<file path="src/rtl/mac_pkg.sv">
package mac_pkg;

    localparam int DATA_W = 16;
    localparam int ACC_W  = 2 * DATA_W;
    localparam int IMM_W  = 8;
    localparam int MODE_W = 4;
    localparam int MODC_W = 3;
    localparam int CC_W   = 8;

    typedef enum logic [3:0] {
        OP_NOP   = 4'd0,
        OP_LDX   = 4'd1,
        OP_LDY   = 4'd2,
        OP_LDXY  = 4'd3,
        OP_MAC   = 4'd4,
        OP_MSU   = 4'd5,
        OP_CLRLD = 4'd6,
        OP_MOVPA = 4'd7,
        OP_MOD   = 4'd8,
        OP_ISUB  = 4'd9,
        OP_ICMP  = 4'd10,
        OP_IADD  = 4'd11,
        OP_IAND  = 4'd12,
        OP_IOR   = 4'd13,
        OP_IXOR  = 4'd14,
        OP_SETST = 4'd15
    } acc_op_e;

    localparam logic [MODC_W-1:0] MOD_SHL = 3'd3;
    localparam logic [MODC_W-1:0] MOD_NEG = 3'd6;
    localparam logic [MODC_W-1:0] MOD_ABS = 3'd7;

    localparam logic [CC_W-1:0] CC_ALWAYS = 8'h00;
    localparam logic [CC_W-1:0] CC_ZERO   = 8'h50;
    localparam logic [CC_W-1:0] CC_NEG    = 8'h70;

    typedef struct packed {
        logic [ACC_W-1:0] acc;
        logic             z;
        logic             n;
        logic             wr_acc;
        logic             wr_flags;
    } alu_res_t;

    typedef struct packed {
        logic [DATA_W-1:0] x;
        logic [DATA_W-1:0] y;
        logic [ACC_W-1:0]  acc;
        logic              z;
        logic              n;
        logic [MODE_W-1:0] mode;
    } core_state_t;

    // Place the short immediate just above the low data half.
    function automatic logic [ACC_W-1:0] align_imm(input logic [IMM_W-1:0] imm);
        return {{(ACC_W-IMM_W-DATA_W){1'b0}}, imm, {DATA_W{1'b0}}};
    endfunction

    function automatic logic is_zero(input logic [ACC_W-1:0] v);
        return (v == '0);
    endfunction

    function automatic logic loads_xy(input acc_op_e op);
        return (op == OP_LDXY) || (op == OP_MAC) || (op == OP_MSU) || (op == OP_CLRLD);
    endfunction

endpackage

</file>
<file path="src/rtl/mac_product.sv">
module mac_product
    import mac_pkg::*;
#(
    parameter int OPW = DATA_W
) (
    input  logic [OPW-1:0]   x,
    input  logic [OPW-1:0]   y,
    output logic [2*OPW-1:0] p
);
    localparam int PW = 2 * OPW;

    logic signed [PW-1:0] xs;
    logic signed [PW-1:0] ys;
    logic signed [PW-1:0] prod;

    // Sign-extend both operands to full width; the low PW bits of the
    // product are exact for a signed OPW x OPW multiply.
    assign xs   = {{OPW{x[OPW-1]}}, x};
    assign ys   = {{OPW{y[OPW-1]}}, y};
    assign prod = xs * ys;
    assign p    = {prod[PW-2:0], 1'b0};

endmodule

</file>
<file path="src/rtl/mac_alu.sv">
module mac_alu
    import mac_pkg::*;
(
    input  acc_op_e             op,
    input  logic [MODC_W-1:0]   mod_sel,
    input  logic [IMM_W-1:0]    imm,
    input  logic [ACC_W-1:0]    acc,
    input  logic [ACC_W-1:0]    prod,
    output alu_res_t            res
);
    logic [ACC_W-1:0] imm_ext;
    logic [ACC_W-1:0] mod_val;
    logic [ACC_W-1:0] result;
    logic [ACC_W-1:0] neg_acc;

    assign imm_ext = align_imm(imm);
    assign neg_acc = '0 - acc;

    always_comb begin
        case (mod_sel)
            MOD_SHL: mod_val = {acc[ACC_W-2:0], 1'b0};
            MOD_NEG: mod_val = neg_acc;
            MOD_ABS: mod_val = acc[ACC_W-1] ? neg_acc : acc;
            default: mod_val = acc;
        endcase
    end

    always_comb begin
        result       = acc;
        res.wr_acc   = 1'b0;
        res.wr_flags = 1'b0;
        case (op)
            OP_MAC:   begin result = acc + prod;    res.wr_acc = 1'b1; res.wr_flags = 1'b1; end
            OP_MSU:   begin result = acc - prod;    res.wr_acc = 1'b1; res.wr_flags = 1'b1; end
            OP_CLRLD: begin result = '0;            res.wr_acc = 1'b1; end
            OP_MOVPA: begin result = prod;          res.wr_acc = 1'b1; end
            OP_MOD:   begin result = mod_val;       res.wr_acc = 1'b1; res.wr_flags = 1'b1; end
            OP_ISUB:  begin result = acc - imm_ext; res.wr_acc = 1'b1; res.wr_flags = 1'b1; end
            OP_ICMP:  begin result = acc - imm_ext; res.wr_flags = 1'b1; end
            OP_IADD:  begin result = acc + imm_ext; res.wr_acc = 1'b1; res.wr_flags = 1'b1; end
            OP_IAND:  begin result = acc & imm_ext; res.wr_acc = 1'b1; res.wr_flags = 1'b1; end
            OP_IOR:   begin result = acc | imm_ext; res.wr_acc = 1'b1; res.wr_flags = 1'b1; end
            OP_IXOR:  begin result = acc ^ imm_ext; res.wr_acc = 1'b1; res.wr_flags = 1'b1; end
            default:  begin result = acc; end
        endcase
        res.acc = result;
        res.z   = is_zero(result);
        res.n   = result[ACC_W-1];
    end

endmodule

</file>
<file path="src/rtl/mac_cond.sv">
module mac_cond
    import mac_pkg::*;
#(
    parameter int CW = CC_W
) (
    input  logic [CW-1:0] code,
    input  logic          val,
    input  logic          z,
    input  logic          n,
    output logic          hit
);
    always_comb begin
        case (code)
            CW'(CC_ALWAYS): hit = 1'b1;
            CW'(CC_ZERO):   hit = (z == val);
            CW'(CC_NEG):    hit = (n == val);
            default:        hit = 1'b0;
        endcase
    end
endmodule

</file>
<file path="src/rtl/mac_acc_core.sv">
module mac_acc_core
    import mac_pkg::*;
(
    input  logic                clk,
    input  logic                rst,
    input  logic                op_valid,
    input  logic [3:0]          op_code,
    input  logic [IMM_W-1:0]    op_imm,
    input  logic [MODC_W-1:0]   mod_code,
    input  logic [DATA_W-1:0]   x_in,
    input  logic [DATA_W-1:0]   y_in,
    input  logic [CC_W-1:0]     cond_code,
    input  logic                cond_val,
    output logic [DATA_W-1:0]   x_out,
    output logic [DATA_W-1:0]   y_out,
    output logic [ACC_W-1:0]    p_out,
    output logic [DATA_W-1:0]   acc_hi,
    output logic [DATA_W-1:0]   acc_lo,
    output logic                flag_z,
    output logic                flag_n,
    output logic [MODE_W-1:0]   st_mode,
    output logic                cond_true
);
    acc_op_e     op;
    core_state_t st_q;
    core_state_t st_d;
    alu_res_t    alu;
    logic [ACC_W-1:0] prod;

    assign op = acc_op_e'(op_code);

    mac_product #(.OPW(DATA_W)) u_prod (
        .x (st_q.x),
        .y (st_q.y),
        .p (prod)
    );

    mac_alu u_alu (
        .op      (op),
        .mod_sel (mod_code),
        .imm     (op_imm),
        .acc     (st_q.acc),
        .prod    (prod),
        .res     (alu)
    );

    mac_cond #(.CW(CC_W)) u_cond (
        .code (cond_code),
        .val  (cond_val),
        .z    (st_q.z),
        .n    (st_q.n),
        .hit  (cond_true)
    );

    always_comb begin
        st_d = st_q;
        if (op_valid) begin
            if (op == OP_LDX || loads_xy(op)) st_d.x = x_in;
            if (op == OP_LDY || loads_xy(op)) st_d.y = y_in;
            if (alu.wr_acc)   st_d.acc = alu.acc;
            if (alu.wr_flags) begin
                st_d.z = alu.z;
                st_d.n = alu.n;
            end
            if (op == OP_CLRLD)      st_d.mode = '0;
            else if (op == OP_SETST) st_d.mode = op_imm[MODE_W-1:0];
        end
    end

    always_ff @(posedge clk) begin
        if (rst) st_q <= '0;
        else     st_q <= st_d;
    end

    assign x_out   = st_q.x;
    assign y_out   = st_q.y;
    assign p_out   = prod;
    assign acc_hi  = st_q.acc[ACC_W-1:DATA_W];
    assign acc_lo  = st_q.acc[DATA_W-1:0];
    assign flag_z  = st_q.z;
    assign flag_n  = st_q.n;
    assign st_mode = st_q.mode;

    logic [ACC_W-1:0] acc_now;
    assign acc_now = {acc_hi, acc_lo};

    AST_XY_LOAD: assert property (@(posedge clk) disable iff (rst)
        (op_valid && loads_xy(op)) |=> (x_out == $past(x_in) && y_out == $past(y_in)));
    AST_MAC_SUM: assert property (@(posedge clk) disable iff (rst)
        (op_valid && op == OP_MAC) |=> (acc_now == $past(acc_now) + $past(p_out)));
    AST_MSU_DIFF: assert property (@(posedge clk) disable iff (rst)
        (op_valid && op == OP_MSU) |=> (acc_now == $past(acc_now) - $past(p_out)));
    AST_CLR_ZERO: assert property (@(posedge clk) disable iff (rst)
        (op_valid && op == OP_CLRLD) |=> (acc_now == '0 && st_mode == '0 && $stable(flag_z) && $stable(flag_n)));
    AST_MOVE_P: assert property (@(posedge clk) disable iff (rst)
        (op_valid && op == OP_MOVPA) |=> (acc_now == $past(p_out)));
    AST_CMP_HOLD: assert property (@(posedge clk) disable iff (rst)
        (op_valid && op == OP_ICMP) |=> $stable(acc_now));
    AST_FLAG_MATCH: assert property (@(posedge clk) disable iff (rst)
        (op_valid && (op == OP_MAC || op == OP_MSU || op == OP_MOD || op == OP_ISUB ||
                      op == OP_IADD || op == OP_IAND || op == OP_IOR || op == OP_IXOR))
        |=> (flag_z == (acc_now == '0) && flag_n == acc_now[ACC_W-1]));
    AST_IDLE_HOLD: assert property (@(posedge clk) disable iff (rst)
        !op_valid |=> ($stable(acc_now) && $stable(x_out) && $stable(y_out) && $stable(st_mode)));
    AST_COND_ZERO: assert property (@(posedge clk) disable iff (rst)
        (cond_code == CC_ZERO) |-> (cond_true == (flag_z == cond_val)));

endmodule

</file>
<file path="config.mk">
export PLATFORM = sky130hd
export DESIGN_NAME = mac_acc_core
export DESIGN_NICKNAME = d
export VERILOG_FILES = /design/src/rtl/mac_pkg.sv /design/src/rtl/mac_product.sv /design/src/rtl/mac_alu.sv /design/src/rtl/mac_cond.sv /design/src/rtl/mac_acc_core.sv
export SDC_FILE = /design/constraint.sdc
export NUM_CORES = 1
export LEC_CHECK = 0
export ABC_AREA = 1
export CORE_MARGIN = 8
export CORE_UTILIZATION = 66
export DETAILED_ROUTE_END_ITERATION = 12
export DONT_BUFFER_PORTS = 1
export PLACE_DENSITY = 0.82
export SLEW_MARGIN = 40
export SYNTH_ARGS = -nofsm -noshare
export SYNTH_HDL_FRONTEND = slang
export SYNTH_SLANG_ARGS = --single-unit
</file>
<file path="constraint.sdc">
create_clock -name clk -period 9.32 [get_ports clk]
set_input_delay 0.932 -clock clk [delete_from_list [all_inputs] [get_ports clk]]
set_output_delay 0.932 -clock clk [all_outputs]
set_load 0.005 [all_outputs]
</file>
Word level (Yosys, flattened, before mapping):

Index checks and enable logic that the tools add are counted.

* flip-flop bits (word level): 70
* latch bits: 0
* bits in writable memories: 0
* memory bits (read-only): 0
* input port bits: 59
* logic and storage cells: 61
* memories kept: 0

* add/sub/neg operators: 5
* $mul: 1
* div/mod/pow operators: 0
* magnitude comparators: 0
* equal/unequal tests: 22
* shift operators: 0
* muxes and demuxes: 8
* bitwise gates (word level): 3
* reductions and logical operators: 16

Operators with widths (count)
* 32-bit one-hot mux with 10 select lines: 1
* 32-bit one-hot mux with 3 select lines: 1
* 32-bit by 24-bit adder with 32-bit output: 1
* 32-bit adder: 1
* 32-bit by 24-bit bitwise AND with 32-bit output: 1
* 4-bit == test (second input constant): 8
* 32-bit logical NOT: 1
* 32-bit two-way mux: 1
* 32-bit by 24-bit bitwise OR with 32-bit output: 1
* 1-bit by 32-bit subtractor with 32-bit output (first input constant): 1
* 32-bit by 24-bit subtractor with 32-bit output: 1
* 32-bit subtractor: 1
* 32-bit by 24-bit bitwise XOR with 32-bit output: 1
* 16-bit by 16-bit multiplier with 31-bit output: 1
* 4-bit by 3-bit == test with 1-bit output (second input constant): 4
* 8-bit by 7-bit == test with 1-bit output (second input constant): 2
* 2-bit AND reduction: 5
* 10-bit OR reduction: 1
* 9-bit OR reduction: 1
* 4-bit by 2-bit == test with 1-bit output (second input constant): 2
* 8-bit logical NOT: 1
* 4-bit two-way mux: 2
* 3-bit == test (second input constant): 2
* 1-bit logical OR: 5
* 7 further kinds: 9

Longest topological paths before layout:

* depth after elaboration: 6
* mapped depth: 52
* mapped depth without buffers: 50

By module:

A second synthesis with hierarchy kept.

* cell total of the unflattened synthesis: 3215
* area, all modules: 20490.9 µm²

By module, submodules not included
* mac_product: instances 1, cells an instance 1433, area an instance 10582.6 µm²
* mac_alu: instances 1, cells an instance 1391, area an instance 6991.7 µm²
* mac_acc_core: instances 1, cells an instance 371, area an instance 2832.7 µm²
* mac_cond: instances 1, cells an instance 20, area an instance 83.8 µm²

Worst setup path before layout:

No wires, ideal clock.

* kind: reg2reg
* start: reg st_q, in the netlist x_out[10]
* end: reg st_q, in the netlist flag_z
* data arrival time: 7997 ps
* required time: 9253 ps
* path slack: 1255 ps
* stages on the path, launching flop included: 47
* path buffers: 2
* cells stage by stage: dfxtp_1 -> clkbuf_1 -> clkbuf_1 -> nand2_1 -> fa_1 -> fa_1 -> fa_1 -> fa_1 -> inv_1 -> fa_1 -> inv_1 -> fa_1 -> inv_1 -> ha_1 -> nand2_2 -> inv_1 -> nand2_1 -> nand2_1 -> [11 not listed] -> o21ai_2 -> xor2_1 -> ha_1 -> nand2_1 -> nor2_1 -> inv_1 -> nor2_1 -> inv_1 -> o211ai_1 -> nand3_1 -> nand2_1 -> nand2_1 -> nor3b_1 -> nor3_1 -> o21ai_0 -> nor2b_1 -> nand3_2 -> a21oi_2

* word-level cells in the longest chain between the ends: 4
* elaborated cells on any way between the ends: 5
* those cells by class: add/sub (2); mul (1); mux (1); reduce/logical (1)

RTL lines
* start, declared: RTL line mac_acc_core.sv:25 `core_state_t st_q;`
* start signal, assigned: RTL line mac_acc_core.sv:72 `else st_q <= st_d;`
* 16-bit by 16-bit multiplier with 31-bit output *: RTL line mac_product.sv:20 `assign prod = xs * ys;`
* net p_out[13]: RTL line mac_acc_core.sv:16 `output logic [ACC_W-1:0] p_out,`
* 32-bit subtractor or 32-bit adder (tied branches): RTL line mac_alu.sv:34, mac_alu.sv:33
* 32-bit one-hot mux with 10 select lines *: RTL line mac_alu.sv:32 `case (op)`
* 32-bit logical NOT *: RTL line mac_pkg.sv:60 `return (v == '0);`

The timed path passes the listed nets; every way through them passes the cells marked *.
A chain may end at the register's enable or synchronous reset.

Final worst setup path:

* start: reg st_q, in the netlist y_out[8]
* end: reg st_q, in the netlist flag_z

* word-level cells in the longest chain between the ends: 4
* elaborated cells on any way between the ends: 5
* those cells by class: add/sub (2); mul (1); mux (1); reduce/logical (1)

RTL lines (RTL line)
* 16-bit by 16-bit multiplier with 31-bit output *: mac_product.sv:20
* 32-bit subtractor or 32-bit adder (tied branches): mac_alu.sv:34, mac_alu.sv:33
* 32-bit one-hot mux with 10 select lines *: mac_alu.sv:32
* 32-bit logical NOT *: mac_pkg.sv:60

Every way passes the cells marked *; elsewhere a longest branch is shown, timed or not.

==> results.md <==
- The flow ran to the end, and the final reports show no timing, DRC or antenna violations.
- The analysis attributes to cell leakage a power of roughly 12 nW.
- Data on the critical path is required at its endpoint by roughly 9.6 ns.
- The count of boundary I/O pins is 162.
- The fraction of registers with async set or reset after synthesis is 0%.
- The commonest register cell after synthesis is sky130_fd_sc_hd__dfxtp_1.
- The count of final max-slew check failures is 0.
- In this run the mean area of a mapped cell was 6.49 um^2.
- The number of buffer and inverter stages on the critical path is 9.
- The via count of the first global-routing pass is 20.1k.
- The initial antenna violation count is 1.
- After synthesis, the most frequently instantiated cells are sky130_fd_sc_hd__nand2_1, sky130_fd_sc_hd__inv_1, sky130_fd_sc_hd__nor2_1, sky130_fd_sc_hd__fa_1, sky130_fd_sc_hd__o21ai_0.
- The first global-routing pass estimated 106000 um of wire.
- The worst slew slack as a fraction of its limit is 42.0%.
- The first-iteration detailed-routing DRC count is 1981.
- Summed over all nets, the switching power comes to 0.00126 W.
- Broken down by cell family, the worst path's largest delay share belongs to adder cells.
- At the pin with the least slew margin, the transition time is 0.864 ns.
- In the synthesized netlist, the number of instances is 3072.
- The clock buffer count from CTS is 9.
- The mapped netlist covers roughly 20000 um^2.
- The clock transition at the registers of the reported paths is 0.07 ns.
- The share of power burned in registers is 17.5%.
- The relative contribution of the clock network to total power is 18.5%.
- Of all nets on the critical path, the largest fanout is 13.
- The adder and majority gate portion of the synthesized area is 35.0%.
- The most instantiated library cell after synthesis is sky130_fd_sc_hd__nand2_1.
- The synthesized netlist devotes roughly 11% of its cell area to compound gates.
- The number of distinct library cells after synthesis is 60.
- From left edge to right edge, the die measures ~190 um.
- The path class of the tightest hold or removal check is reg2reg.
- At the end of the flow the core is filled with cells to 70.1%.
- When the netlist entered floorplanning its net count stood at between 3k and 4k.
- The startpoint class of the critical path is a flip-flop.
- Across the routed clock network, the largest skew measured is just over 0.008 ns.
- Cells with a size suffix above 1 make up around 6.6% of the layout.
- The arrival time reported for the critical path endpoint is 9.18 ns.
- Summed over its instances, the top area cell type makes up 25.9% of the synthesized netlist area.
- Of all cell types, the one taking the most synthesized area is sky130_fd_sc_hd__fa_1.
- The number of I/O port buffers is 0.
- Based on the critical path, the design can be clocked at up to 113 MHz.
- After layout, the design draws a total of roughly 0.0023 W.
- The maximum buffer depth of the clock tree is 2.
- The cell that appears most often on the critical path is sky130_fd_sc_hd__inv_1.
- Across the VDD grid, the largest voltage drop is a little over 0.00009 V.
- The worst register-to-register path has a depth of 42.
- The share of the clock period used by the worst path is 95.0%.
- The post-detailed-route wirelength per cell is 19.5 um.
- The kind of capture point of the worst setup path is a flip-flop.
- Buffers inserted to repair hold after CTS numbered 0.
- The CTS tree is built.
- After Yosys synthesis, and, or, nand and nor cells account for 28.5% of the synthesized area.
- Global routing used 37.0% of the available tracks.
- Clock latency on the worst-skew pair, taken at its later pin, is 0.38 ns.
- The number of nets in the final layout is approximately 3.5k.
- Compared with the post-synthesis result, the final layout area differs by 4.36%.
- Internal power comes to 0.00109 W.
- After detailed routing, the total wire length is 66800 um.
- The critical path class is reg2reg.
- The number of flops mapped to enable cells by yosys is 0.
- The count of max-cap constraint violations is 0.
- The total number of vias is 20.3k.
- The weighted congestion at the end of routability-driven global placement is 1.01.
- The power density over the cells is between 100 and 150 nW/um^2.
- The cell at the root of the clock tree is sky130_fd_sc_hd__clkbuf_16.
- The proportion of synthesized area in mux cells is 0%.
- Counting buffers and inverters, the worst setup path is 42 cells deep.
- After synthesis the netlist holds a flip-flop and latch count of 70.
- The clock net in this run drives a total of 70 sinks.
- The number of nets still failing antenna checks after routing is 0.
- The number of warning messages in the yosys log is 0.
- Entering global routing, the biggest net connects 50 pins.
- The floorplan has between 60 and 70 rows.
- The total die area is 36000 um^2.
- The via-per-instance ratio is 5.93.
- The proportion of total power due to net switching is 53.7%.
- The total count of hold-check failures in the final report is 0.
- The antenna diode count is 0.
- The cell with the largest stage delay on the worst path is sky130_fd_sc_hd__dfxtp_2.
- After Yosys synthesis, XOR and XNOR cells account for 2.58% of the synthesized area.
- The main combinational cell family by area after synthesis is adder cells.
- Sequential elements use 7.02% of the synthesized area.
- In the post-synthesis netlist, the biggest area contributors are sky130_fd_sc_hd__fa_1, sky130_fd_sc_hd__nand2_1, sky130_fd_sc_hd__inv_1.
- The worst hold path was traced through 2 stages.
- The tightest hold path in the finished design has a slack of roughly 0.5 ns.
- The initial core utilization is between 60% and 70%.
- The first-pass detailed-route iteration total is 6.
- The number of H-tree branching levels is 3.
- The post-detailed-route DRC marker count is 0.
- The maximum single-stage delay on the critical path is 0.53 ns.
- The area of the core is approximately 30000 um^2.
- Setup violations remaining at the end of the flow were counted as 0.
- The placed instance area is 20300 um^2.
- The finished cells cover 20800 um^2.
- Combinational logic is responsible for 63.9% of the overall power.
- For this run the aggregate overflow at the end of global routing stands at 0.
- The die is 190 um tall.
- The minimum period implied by the final worst setup slack is between 8 and 9 ns.
- Detailed placement ended at an HPWL of 54300 um.
==> layer usage <==
metal	global-route usage, %	share of wire [%]
met5	0	0.013
met4	16.3	4.5
met3	9.50	12
met2	59.6	46
met1	46.5	38
==> through the flow <==
step / TNS (ns) / setup slack, ns / std cells
2_1_floorplan: 0 / 1.26 / 3072
3_3_place_gp: 0 / 0.444 / 3400
3_5_place_dp: 0 / 0.297 / 3400
4_1_cts: 0 / 0.223 / 3415
5_1_grt: -0.0271 / -0.0271 / 3420
6_report: 0 / 0.462 / 3420
==> worst paths after layout <==
check                                   to       start  slack, ns
worst min register to register  st_mode[2]  st_mode[2]       0.49
worst max-delay path                flag_z    y_out[8]       0.46
worst max register to register      flag_z    y_out[8]       0.46
worst min-delay path            st_mode[2]  st_mode[2]       0.49
==> kinds of logic (layout without fill, tap and decap cells) <==
kind of cell               Yosys count  after routing
AOI/OAI and AO/OA                  382            382
xor gates and xnor gates            57             57
adders and majority gates          403            403
buffers and inverters              837            795
DFF                                 70             70
other                                1              1
and+or+nand+nor                   1322           1322
==> cells in the final DEF (no fill, tap or decap), types with 5 or more instances in the layout <==
master                      count
sky130_fd_sc_hd__dfxtp_2       19
sky130_fd_sc_hd__o221ai_1       5
sky130_fd_sc_hd__o21ai_0      153
sky130_fd_sc_hd__nand3_1      136
sky130_fd_sc_hd__inv_2         13
sky130_fd_sc_hd__nor3_1        24
sky130_fd_sc_hd__dfxtp_4        8
sky130_fd_sc_hd__a221oi_1      15
sky130_fd_sc_hd__nand3_2        8
sky130_fd_sc_hd__and2_1         5
sky130_fd_sc_hd__or2_2         18
sky130_fd_sc_hd__nor2_4         6
sky130_fd_sc_hd__a21oi_1      125
sky130_fd_sc_hd__ha_1         144
sky130_fd_sc_hd__o31ai_1        5
sky130_fd_sc_hd__nor2_2        17
sky130_fd_sc_hd__nor2_1       261
sky130_fd_sc_hd__nand2_1      747
sky130_fd_sc_hd__buf_4         43
sky130_fd_sc_hd__xnor2_1       10
sky130_fd_sc_hd__o2111ai_1      6
sky130_fd_sc_hd__o21ai_1        5
sky130_fd_sc_hd__a211oi_1      14
sky130_fd_sc_hd__inv_1        720
sky130_fd_sc_hd__nand4_1       51
sky130_fd_sc_hd__o211ai_1      19
sky130_fd_sc_hd__clkbuf_16      9
sky130_fd_sc_hd__fa_1         256
sky130_fd_sc_hd__xor2_1        45
sky130_fd_sc_hd__dfxtp_1       43
sky130_fd_sc_hd__nand2_2       26
==> what timing repair did <==
| action | 4_1_cts | 5_1_grt |
|---|---|---|
| buffers inserted | 0 | 5 |
| resized for setup | 0 | 45 |
| endpoints found under the setup margin | 0 | 3 |
==> power groups by stage <==
stage / logic (W) / clock network, W / registers (W)
floorplan: 0.00110 / 0 / 0.000356
global placement: 0.00140 / 0 / 0.000412
detailed placement: 0.00144 / 0 / 0.000413
CTS: 0.00145 / 0.000435 / 0.000406
global route: 0.00167 / 0.000445 / 0.000414
finish: 0.00150 / 0.000435 / 0.000412
==> sequential cells by signal, summed over array words and instances (netlist names) <==
name and flops:
flag_n 1, acc_now 32, y_out 16, flag_z 1, x_out 16, st_mode 4
==> worst register-to-register path: cells and delay by family (launching register included) <==
family / cells / cell delay (ns)
and+or+nand+nor: 16 / 2.45
buffers and inverters: 9 / 0.78
DFF: 1 / 0.53
xor gates and xnor gates: 2 / 0.23
adders and majority gates: 8 / 3.72
AOI/OAI and AO/OA: 7 / 1.06
==> area by class of cell <==
class,instances,area [um^2]
clock inverters,5,106
well taps,390,488
clock buffers,10,239
inverters,735,2760
repair buffers,45,349
multi-input cells,2165,15400
fillers,2525,8900
flip-flops and latches,70,1460
Note: power is estimated with default switching activity, not from simulation.
